--- src/rtl/mtrace_pkg.sv ---
package mtrace_pkg;

  localparam logic [31:0] LFSR_MASK = 32'h8020_0003;

  typedef enum logic [1:0] {
    TK_LOAD  = 2'd0,
    TK_STORE = 2'd1,
    TK_RESP  = 2'd2,
    TK_FENCE = 2'd3
  } trc_kind_e;

  typedef enum logic [1:0] {
    ST_IDLE = 2'd0,
    ST_RUN  = 2'd1,
    ST_DONE = 2'd2
  } run_state_e;

  function automatic logic [31:0] lfsr_next(input logic [31:0] s);
    return s[0] ? ((s >> 1) ^ LFSR_MASK) : (s >> 1);
  endfunction

endpackage

--- src/rtl/mtrace_lfsr.sv ---
module mtrace_lfsr
  import mtrace_pkg::*;
(
  input  logic        clk,
  input  logic        rst_n,
  input  logic        load_i,
  input  logic [31:0] seed_i,
  input  logic        adv_i,
  output logic [31:0] state_o
);

  logic [31:0] st_q, st_d;

  always_comb begin
    st_d = st_q;
    if (load_i)     st_d = (seed_i == 32'd0) ? 32'd1 : seed_i;
    else if (adv_i) st_d = lfsr_next(st_q);
  end

  always_ff @(posedge clk or negedge rst_n) begin
    if (!rst_n) st_q <= 32'd1;
    else        st_q <= st_d;
  end

  assign state_o = st_q;

  // a stepped maximal-length register never sits on a fixed point
  p_lfsr_moves_r2: assert property (@(posedge clk) disable iff (!rst_n)
    (adv_i && !load_i) |=> (state_o != $past(state_o)));

endmodule

--- src/rtl/mtrace_slots.sv ---
module mtrace_slots #(
  parameter int unsigned N       = 4,
  parameter int unsigned TAG_W   = 8,
  parameter int unsigned TIMEOUT = 32
) (
  input  logic             clk,
  input  logic             rst_n,
  input  logic             clear_i,
  input  logic             issue_i,
  input  logic [TAG_W-1:0] issue_tag_i,
  input  logic             rsp_i,
  input  logic [TAG_W-1:0] rsp_tag_i,
  output logic             free_o,
  output logic             any_busy_o,
  output logic             known_o,
  output logic             timeout_o
);

  localparam int unsigned SLOT_W = $clog2(N);
  localparam int unsigned AGE_W  = $clog2(TIMEOUT + 1);

  logic [SLOT_W-1:0] iss_slot;
  logic [N-1:0]      busy_vec, hit_vec, exp_vec;

  assign iss_slot = issue_tag_i[SLOT_W-1:0];

  for (genvar g = 0; g < N; g++) begin : g_slot
    logic             vld_q, vld_d;
    logic [TAG_W-1:0] tag_q;
    logic [AGE_W-1:0] age_q, age_d;
    logic             set_s, hit_s;

    assign set_s = issue_i && (iss_slot == SLOT_W'(g));
    assign hit_s = vld_q && (tag_q == rsp_tag_i);

    always_comb begin
      vld_d = vld_q;
      age_d = age_q;
      if (clear_i) begin
        vld_d = 1'b0;
        age_d = '0;
      end else if (set_s) begin
        vld_d = 1'b1;
        age_d = '0;
      end else if (rsp_i && hit_s) begin
        vld_d = 1'b0;
      end else if (vld_q && (age_q != AGE_W'(TIMEOUT))) begin
        age_d = age_q + AGE_W'(1);
      end
    end

    always_ff @(posedge clk or negedge rst_n) begin
      if (!rst_n) begin
        vld_q <= 1'b0;
        age_q <= '0;
        tag_q <= '0;
      end else begin
        vld_q <= vld_d;
        age_q <= age_d;
        if (set_s) tag_q <= issue_tag_i;
      end
    end

    assign busy_vec[g] = vld_q;
    assign hit_vec[g]  = hit_s;
    assign exp_vec[g]  = vld_q && (age_q == AGE_W'(TIMEOUT));
  end

  assign free_o     = !busy_vec[iss_slot];
  assign any_busy_o = |busy_vec;
  assign known_o    = |hit_vec;
  assign timeout_o  = |exp_vec;

  // the caller only issues into an empty slot
  p_issue_free_r5: assert property (@(posedge clk) disable iff (!rst_n)
    issue_i |-> !busy_vec[iss_slot]);

  // outstanding tags differ in their slot bits, so at most one matches
  p_single_match_r5: assert property (@(posedge clk) disable iff (!rst_n)
    $onehot0(hit_vec));

endmodule

--- src/rtl/mtrace_gen.sv ---
module mtrace_gen
  import mtrace_pkg::*;
#(
  parameter int unsigned CORE_W    = 4,
  parameter int unsigned ADDR_W    = 32,
  parameter int unsigned DATA_W    = 32,
  parameter int unsigned TAG_W     = 8,
  parameter int unsigned MAX_OUT   = 4,
  parameter int unsigned POOL_N    = 4,
  parameter int unsigned POOL_BASE = 32'h100,
  parameter int unsigned OPS_TOTAL = 40,
  parameter int unsigned TIMEOUT   = 32,
  parameter int unsigned TS_W      = 32
) (
  input  logic              clk,
  input  logic              rst_n,
  input  logic [31:0]       seed_i,
  input  logic [CORE_W-1:0] core_id_i,
  input  logic              start_i,
  output logic              req_valid_o,
  input  logic              req_ready_i,
  output logic              req_op_o,
  output logic [ADDR_W-1:0] req_addr_o,
  output logic [DATA_W-1:0] req_data_o,
  output logic [TAG_W-1:0]  req_tag_o,
  input  logic              rsp_valid_i,
  input  logic [TAG_W-1:0]  rsp_tag_i,
  input  logic [DATA_W-1:0] rsp_data_i,
  output logic              trc_valid_o,
  output logic [CORE_W-1:0] trc_core_o,
  output logic [1:0]        trc_kind_o,
  output logic [TAG_W-1:0]  trc_tag_o,
  output logic [ADDR_W-1:0] trc_addr_o,
  output logic [DATA_W-1:0] trc_data_o,
  output logic [TS_W-1:0]   trc_time_o,
  output logic              done_o,
  output logic              err_unknown_o,
  output logic              err_timeout_o
);

  localparam int unsigned PIDX_W = $clog2(POOL_N);
  localparam int unsigned SC_W   = DATA_W - CORE_W;
  localparam int unsigned OPS_W  = $clog2(OPS_TOTAL + 1);

  run_state_e        st_q, st_d;
  logic [31:0]       lfsr_s;
  logic [OPS_W-1:0]  ops_q, ops_d;
  logic [TAG_W-1:0]  tag_q, tag_d;
  logic [SC_W-1:0]   sc_q, sc_d;
  logic [TS_W-1:0]   cyc_q;
  logic              eu_q, eu_d, et_q, et_d;

  logic              tv_q, tv_d;
  logic [CORE_W-1:0] tc_q, tc_d;
  trc_kind_e         tk_q, tk_d;
  logic [TAG_W-1:0]  tt_q, tt_d;
  logic [ADDR_W-1:0] ta_q, ta_d;
  logic [DATA_W-1:0] td_q, td_d;
  logic [TS_W-1:0]   ts_q, ts_d;

  logic              is_fence, is_store, more_ops, running;
  logic              slot_free, any_busy, rsp_known, age_hit;
  logic              fire, fence_go, op_adv, start_go;
  logic [PIDX_W-1:0] pidx;
  logic [ADDR_W-1:0] op_addr;
  logic [DATA_W-1:0] op_data;
  logic              unused_lfsr;

  mtrace_lfsr u_lfsr (
    .clk     (clk),
    .rst_n   (rst_n),
    .load_i  (start_go),
    .seed_i  (seed_i),
    .adv_i   (op_adv),
    .state_o (lfsr_s)
  );

  mtrace_slots #(.N(MAX_OUT), .TAG_W(TAG_W), .TIMEOUT(TIMEOUT)) u_slots (
    .clk         (clk),
    .rst_n       (rst_n),
    .clear_i     (start_go),
    .issue_i     (fire),
    .issue_tag_i (tag_q),
    .rsp_i       (rsp_valid_i),
    .rsp_tag_i   (rsp_tag_i),
    .free_o      (slot_free),
    .any_busy_o  (any_busy),
    .known_o     (rsp_known),
    .timeout_o   (age_hit)
  );

  // operation decode
  assign unused_lfsr = ^lfsr_s[31:2+PIDX_W];
  assign is_fence    = (lfsr_s[1:0] == 2'b00);
  assign is_store    = lfsr_s[1];
  assign pidx        = lfsr_s[2 +: PIDX_W];
  assign op_addr     = ADDR_W'(POOL_BASE) + ADDR_W'({pidx, 2'b00});
  assign op_data     = is_store ? {core_id_i, sc_q} : '0;

  assign running  = (st_q == ST_RUN);
  assign more_ops = (ops_q != OPS_W'(OPS_TOTAL));
  assign start_go = start_i && !running;
  assign req_valid_o = running && more_ops && !is_fence && slot_free && !rsp_valid_i;
  assign fire     = req_valid_o && req_ready_i;
  assign fence_go = running && more_ops && is_fence && !any_busy && !rsp_valid_i;
  assign op_adv   = fire || fence_go;

  always_comb begin
    st_d  = st_q;
    ops_d = ops_q;
    tag_d = tag_q;
    sc_d  = sc_q;
    eu_d  = eu_q;
    et_d  = et_q;
    if (start_go) begin
      st_d  = ST_RUN;
      ops_d = '0;
      tag_d = '0;
      sc_d  = SC_W'(1);
      eu_d  = 1'b0;
      et_d  = 1'b0;
    end else begin
      if (running && !more_ops && !any_busy) st_d = ST_DONE;
      if (op_adv)             ops_d = ops_q + OPS_W'(1);
      if (fire)               tag_d = tag_q + TAG_W'(1);
      if (fire && is_store)   sc_d  = sc_q + SC_W'(1);
      if (rsp_valid_i && !rsp_known) eu_d = 1'b1;
      if (age_hit)            et_d = 1'b1;
    end
  end

  // trace record: responses take the single record slot first
  always_comb begin
    tv_d = rsp_valid_i || fire || fence_go;
    tc_d = core_id_i;
    ts_d = cyc_q;
    tk_d = TK_RESP;
    tt_d = rsp_tag_i;
    ta_d = '0;
    td_d = rsp_data_i;
    if (!rsp_valid_i) begin
      tt_d = tag_q;
      if (fire) begin
        tk_d = is_store ? TK_STORE : TK_LOAD;
        ta_d = op_addr;
        td_d = op_data;
      end else begin
        tk_d = TK_FENCE;
        td_d = '0;
      end
    end
  end

  always_ff @(posedge clk or negedge rst_n) begin
    if (!rst_n) begin
      st_q  <= ST_IDLE;
      ops_q <= '0;
      tag_q <= '0;
      sc_q  <= SC_W'(1);
      cyc_q <= '0;
      eu_q  <= 1'b0;
      et_q  <= 1'b0;
      tv_q  <= 1'b0;
      tc_q  <= '0;
      tk_q  <= TK_LOAD;
      tt_q  <= '0;
      ta_q  <= '0;
      td_q  <= '0;
      ts_q  <= '0;
    end else begin
      st_q  <= st_d;
      ops_q <= ops_d;
      tag_q <= tag_d;
      sc_q  <= sc_d;
      cyc_q <= cyc_q + TS_W'(1);
      eu_q  <= eu_d;
      et_q  <= et_d;
      tv_q  <= tv_d;
      if (tv_d) begin
        tc_q <= tc_d;
        tk_q <= tk_d;
        tt_q <= tt_d;
        ta_q <= ta_d;
        td_q <= td_d;
        ts_q <= ts_d;
      end
    end
  end

  assign req_op_o      = is_store;
  assign req_addr_o    = op_addr;
  assign req_data_o    = op_data;
  assign req_tag_o     = tag_q;
  assign trc_valid_o   = tv_q;
  assign trc_core_o    = tc_q;
  assign trc_kind_o    = tk_q;
  assign trc_tag_o     = tt_q;
  assign trc_addr_o    = ta_q;
  assign trc_data_o    = td_q;
  assign trc_time_o    = ts_q;
  assign done_o        = (st_q == ST_DONE);
  assign err_unknown_o = eu_q;
  assign err_timeout_o = et_q;

  p_rsp_blocks_issue_r8: assert property (@(posedge clk) disable iff (!rst_n)
    rsp_valid_i |-> !req_valid_o);

  p_done_quiet_r9: assert property (@(posedge clk) disable iff (!rst_n)
    done_o |-> !req_valid_o);

  p_tag_step_r3: assert property (@(posedge clk) disable iff (!rst_n)
    fire |=> (req_tag_o == $past(req_tag_o) + TAG_W'(1)));

  p_store_nonzero_r4: assert property (@(posedge clk) disable iff (!rst_n)
    (req_valid_o && req_op_o) |-> (req_data_o[SC_W-1:0] != '0));

  p_trace_time_r7: assert property (@(posedge clk) disable iff (!rst_n)
    (trc_valid_o && $past(trc_valid_o)) |-> (trc_time_o == $past(trc_time_o) + TS_W'(1)));

endmodule

--- config.mk ---
export PLATFORM = sky130hd
export DESIGN_NAME = mtrace_gen
export DESIGN_NICKNAME = d
export VERILOG_FILES = /design/src/rtl/mtrace_pkg.sv /design/src/rtl/mtrace_lfsr.sv /design/src/rtl/mtrace_slots.sv /design/src/rtl/mtrace_gen.sv
export SDC_FILE = /design/constraint.sdc
export NUM_CORES = 1
export LEC_CHECK = 0
export BUFFER_PORTS_ARGS = -buffer_cell sky130_fd_sc_hd__clkbuf_2
export CORE_MARGIN = 2
export CORE_UTILIZATION = 40
export DETAILED_ROUTE_END_ITERATION = 6
export SYNTH_ARGS = -nofsm -noshare
export SYNTH_HDL_FRONTEND = slang
export SYNTH_SLANG_ARGS = --single-unit
export TNS_END_PERCENT = 30
--- constraint.sdc ---
create_clock -name clk -period 3 [get_ports clk]
set_input_delay 0.6 -clock clk [delete_from_list [all_inputs] [get_ports clk]]
set_output_delay 0.6 -clock clk [all_outputs]
set_load 0.05 [all_outputs]
# Yosys cells after proc, flatten, opt, wreduce, memory -nomap -nowiden
# Index checks and enable logic that the tools add are counted.
# totals
ff_bits	281
input_bits	81
out_inout_bits	188
wordCells	182
# op_classes
addsub	9
n_lt_le_gt_ge	1
n_eq_ne	22
mux	55
n_bitwise	1
reduce_logical	67
# op_table
cell	count
2-to-1 mux 32 bit	7
2-to-1 mux 6 bit	18
2-to-1 mux 28 bit	2
logical AND 1 bit	33
adder 32 x 1 -> 32 bit (second input constant)	1
equality test 8 bit	4
logical NOT 32 bit	1
adder 6 x 1 -> 6 bit (second input constant)	5
inequality test 6 bit (second input constant)	5
adder 28 x 1 -> 28 bit (second input constant)	1
equality test 6 bit (second input constant)	4
2-to-1 mux 8 bit	3
nonzero test 3 bit	8
2-to-1 mux 10 bit	2
2-to-1 mux 1 bit	18
inequality test 3 x 2 -> 1 bit (second input constant)	4
nonzero test 2 bit	6
OR reduction 4 bit	3
adder 9 x 4 -> 10 bit (first input constant)	1
adder 8 x 1 -> 8 bit (second input constant)	1
2-to-1 mux 2 bit	4
AND reduction 2 bit	4
logical NOT 1 bit	7
equality test 2 bit (second input constant)	3
6 further kinds	10

# Longest topological paths before layout
# depth
ltp_word	9
ltp_mapped	10
mapped_depth_nobuf	7

# Modules after synthesis
# Synthesis repeated with hierarchy kept, for this count alone.
# unflattened
hier_cells	1200
area_unflattened_um2	12500.7
# by_module_without_submodules
mod	n_inst	cells_per_inst	area_each_um2	seq_area_each_um2
mtrace_gen	1	743	7764.9	4005.1
mtrace_slots	1	302	3140.5	1501.4
mtrace_lfsr	1	155	1595.3	802.0

# Worst setup path after synthesis
# No wires, ideal clock.
# synth_timing
path_kind	register to output
from	reg u_lfsr.st_q[1] (netlist: u_lfsr.state_o[1])
to	out req_valid_o
t_arrival_ns	2.304
t_required_ns	2.400
slack_ns	0.096
stages_incl_launch_ff	8
n_path_buf	2
cell_sequence	dfrtp_1 inv_1 ha_1 nor2b_1 a22oi_2 buf_6 buf_6 nor2_1
# synth_between
elab_chain_cells	5
# synth_rtl
element	line_no	source
from (decl)	mtrace_lfsr.sv:12	logic [31:0] st_q, st_d;
from (signal assigned)	mtrace_lfsr.sv:22	else st_q <= st_d;
logical NOT 2 bit	mtrace_gen.sv:94	assign is_fence = (lfsr_s[1:0] == 2'b00);
logical NOT 1 bit	mtrace_gen.sv:103	assign req_valid_o = running && more_ops && !is_fence && slot_free && !rsp_valid_i;
logical AND 1 bit (3 in series)	mtrace_gen.sv:103	
to (decl)	mtrace_gen.sv:20	output logic req_valid_o,
# No other way between the ends.

# Final worst setup path
# layout_timing
from	reg u_lfsr.st_q[0] (netlist: u_lfsr.state_o[0])
to	out req_valid_o
# The elaborated chain is that of the path after synthesis.

==> metrics <==
Fin Setup TNS 0 ns; die width roughly 180 um; maxcap violations 0; worst setup margin 0.0594 ns; Mapped Area about 0.013 mm2; CP max stage cell dfstp_2; CTS tree done; synthesized flop and latch total between 200 and 300; total power draw 0.0124 W; Hold Fails Final Rpt 0; H-tree depth 1; Setup-failing EPs final 0; largest stage delay on the critical path 0.56 ns; GRT Resource Usage Total between 10% and 20%; largest net degree at the start of global routing 148; pwr dens slightly above 800 mW/mm2; Critical Path Sink Type primary output; Place WS 0.178 ns; Final ANT Viol Nets 0; EDFF count, synth 0; CP Buf/Inv Count 2; status finished, final reports clean; delay-heaviest family, CP flip-flops; DR DRC count 0; non-filler instance count after layout between 1,500 and 2,000; final instance area 0.0152 mm2; area share of the largest cell type after synthesis roughly half; n_diodes 0; Slew Viols, Final 0; PortBufs between 200 and 250; fraction of layout cells with a size suffix above 1 27.8%; largest area contributor in the netlist dfrtp_1; Initial Util a little over 40%; GPL Wtd Cong approximately 0.79; Sink Count 252; # IOs between 200 and 300; synth-to-layout area growth 17.9%; CTS Buf Count 30; synth unique cells 74; CP Data Required Time 2.40 ns; first-pass GRT wire length around 54 mm; Slew @ Worst Pin 1.05 ns; Yosys warnings 0; clk buf depth 3; grt ovf 0; critical setup path kind flop to primary output; total number of vias between 10,000 and 15,000; Worst Setup Start Kind flop; final period utilization 98.0%; Post-Syn Area per Cell 10.4 um2; Rows 65; Final nets ~1,500; largest cells by area after synthesis dfrtp_1, mux2_2, xnor2_1; initial antenna violation count 1; DIE AREA between 0.03 and 0.04 mm2; Clock Latency Late Sink between 0.5 and 0.6 ns; Leak Pwr a little over 7 nW; Fmax 340 MHz; Detailed Place HPWL around 23 mm; cell breakdown of the critical path inv_1 > ha_1 > nor2b_2 > a22oi_2 > nor2_1 > buf_2; mean routed wirelength per cell ~18 um; vias in the first global route between 9,000 and 10,000; worst rel slew slack around 29%; DRT iter0 DRCs roughly 720; Worst Skew ~0.014 ns; worst-case vdd ir drop approximately 0.48 mV; register area share after synthesis 49.0%; CP arrival 2.34 ns; Placed Area about 0.014 mm2; most common flop cell mapped by yosys dfrtp_1; worst-path fanout max 3; die height 183 um; Core Region approximately 0.032 mm2; RSZ-0062 raised after global routing false; Synth Instances 1,240; HP Class primary input to flop; Clk pin slew, worst setup/hold paths about 0.060 ns; Post-synth ARST share 100%; crit path time final 2.94 ns; DP Cell Count 1,799; DRT Wirelength 33.7 mm; vias per cell ~5.4; drt pass-1 iters 5; root buffer cell clkbuf_16
through the flow:
step | util, % | hold slack [ns]
after floorplan | - | 0.304
after global placement | 44.6 | 0.383
after detailed placement | 44.6 | 0.383
after CTS | 47.9 | 0.279
after global routing | 48.0 | 0.303
final | 48.0 | 0.301
synthesized netlist by cell type, drive strengths merged (3+ instances only):
library cell / count
clkbuf: 36
and3: 12
o21ai: 109
or2: 4
or3: 38
nand2: 97
nor2: 47
a22o: 7
a32o: 3
mux2i: 5
and4: 9
nor3: 15
nand2b: 9
nor2b: 3
nand4: 29
xor2: 16
a21oi: 38
a21o: 5
or4: 4
nor4: 25
a22oi: 33
ha: 17
buf: 106
dfrtp: 250
and2: 34
o31ai: 7
inv: 26
xnor2: 66
nand3: 42
nand4b: 6
a31oi: 13
o211ai: 9
o32ai: 3
a2111oi: 3
a2bb2oi: 7
mux2: 56
o221a: 24
registers in the layout (all words and copies together), names as in the netlist, 3 cells and up:
register and flops:
trc_tag_o 8, trc_time_o 32, trc_core_o 4, trc_addr_o 3
req_tag_o 8, u_slots.g_slot.tag_q 32, trc_data_o 32, u_lfsr.state_o 32
sc_q 28, u_slots.g_slot.vld_q 4, ops_q 6, u_slots.g_slot.age_q 24
cyc_q 32
placed cells by master, fill, tap and decap left out, types with 6 or more instances in the layout:
cell type / n
clkinv_2: 7
xor2_1: 16
buf_4: 31
mux2_2: 56
clkbuf_16: 31
nand3_1: 41
clkbuf_1: 6
nor3_1: 12
and3_1: 12
a31oi_1: 13
nor4_1: 22
o211ai_1: 8
a2bb2oi_1: 7
and4_1: 9
a22oi_1: 33
a22o_1: 7
inv_1: 26
nor2_1: 43
dfrtp_1: 250
and2_1: 34
nand2b_1: 8
o31ai_1: 7
o21ai_0: 85
nand4_1: 29
o21ai_1: 21
o221a_2: 24
conb_1: 59
nand2_1: 97
xnor2_1: 66
clkbuf_2: 207
a21oi_1: 37
ha_1: 17
or3_1: 38
cells by family after synthesis:
group / Yosys count / share of synthesized area, %
adders and majority gates: 17 / 1.65
muxes: 61 / 5.29
xor gates and xnor gates: 82 / 5.58
DFF: 252 / 49.0
other: 2 / 0.0584
AOI/OAI and AO/OA: 279 / 14.7
buffers and inverters: 168 / 7.42
and+or+nand+nor: 379 / 16.3
per-layer routing:
layer / part of all wire (%) / vias to the layer above / routed length (um) / GRT usage (%)
li1: - / 4735 / - / -
met1: 46 / 4985 / 15600 / 28.7
met2: 46 / 293 / 15400 / 30.9
met3: 6.6 / 40 / 2210 / 4.51
met4: 1.6 / 2 / 526 / 3.78
met5: 0.089 / - / 30 / 0
tightest hold or removal path: stages:
cell and delay, ns:
clkbuf_2 0.09, nand2_1 0.04, o211ai_1 0.08
final cells by class:
type / count / area [um2]
well taps: 402 / 503
clock inverters: 12 / 164
inverters: 26 / 97.6
flip-flops and latches: 252 / 6310
repair buffers: 245 / 1380
fillers: 2969 / 16500
clock buffers: 42 / 867
multi-input cells: 878 / 5850
what timing repair did:
action	CTS	global route
buffers inserted	1	1
pin swaps	1	1
hold endpoints to repair	1	0
hold buffers	1	0
cloned	1	0
setup endpoints to repair	1	1
gates resized for setup	2	1
where the power goes:
| group | leakage (nW) | internal, W | switching (W) |
|---|---|---|---|
| sequential | 3.23 | 0.00406 | 0.000598 |
| combinational | 3.31 | 0.00128 | 0.00265 |
| clock | 0.513 | 0.00234 | 0.00143 |
| total | 7.05 | 0.00769 | 0.00468 |
final timing paths:
kind                                      end              start  depth (start not counted)  slack (ns)
min in group asynchronous            cyc_q[0]              rst_n                          2        0.42
min reg2reg                         cyc_q[31]          cyc_q[31]                          1        0.47
max in group asynchronous      trc_data_o[15]              rst_n                          3        1.57
min                        u_lfsr.state_o[11]         seed_i[11]                          3        0.30
max                               req_valid_o  u_lfsr.state_o[0]                          6        0.06
max reg2reg                    trc_data_o[12]  u_lfsr.state_o[0]                          8        0.33
Power figures use the tool's default switching activity.
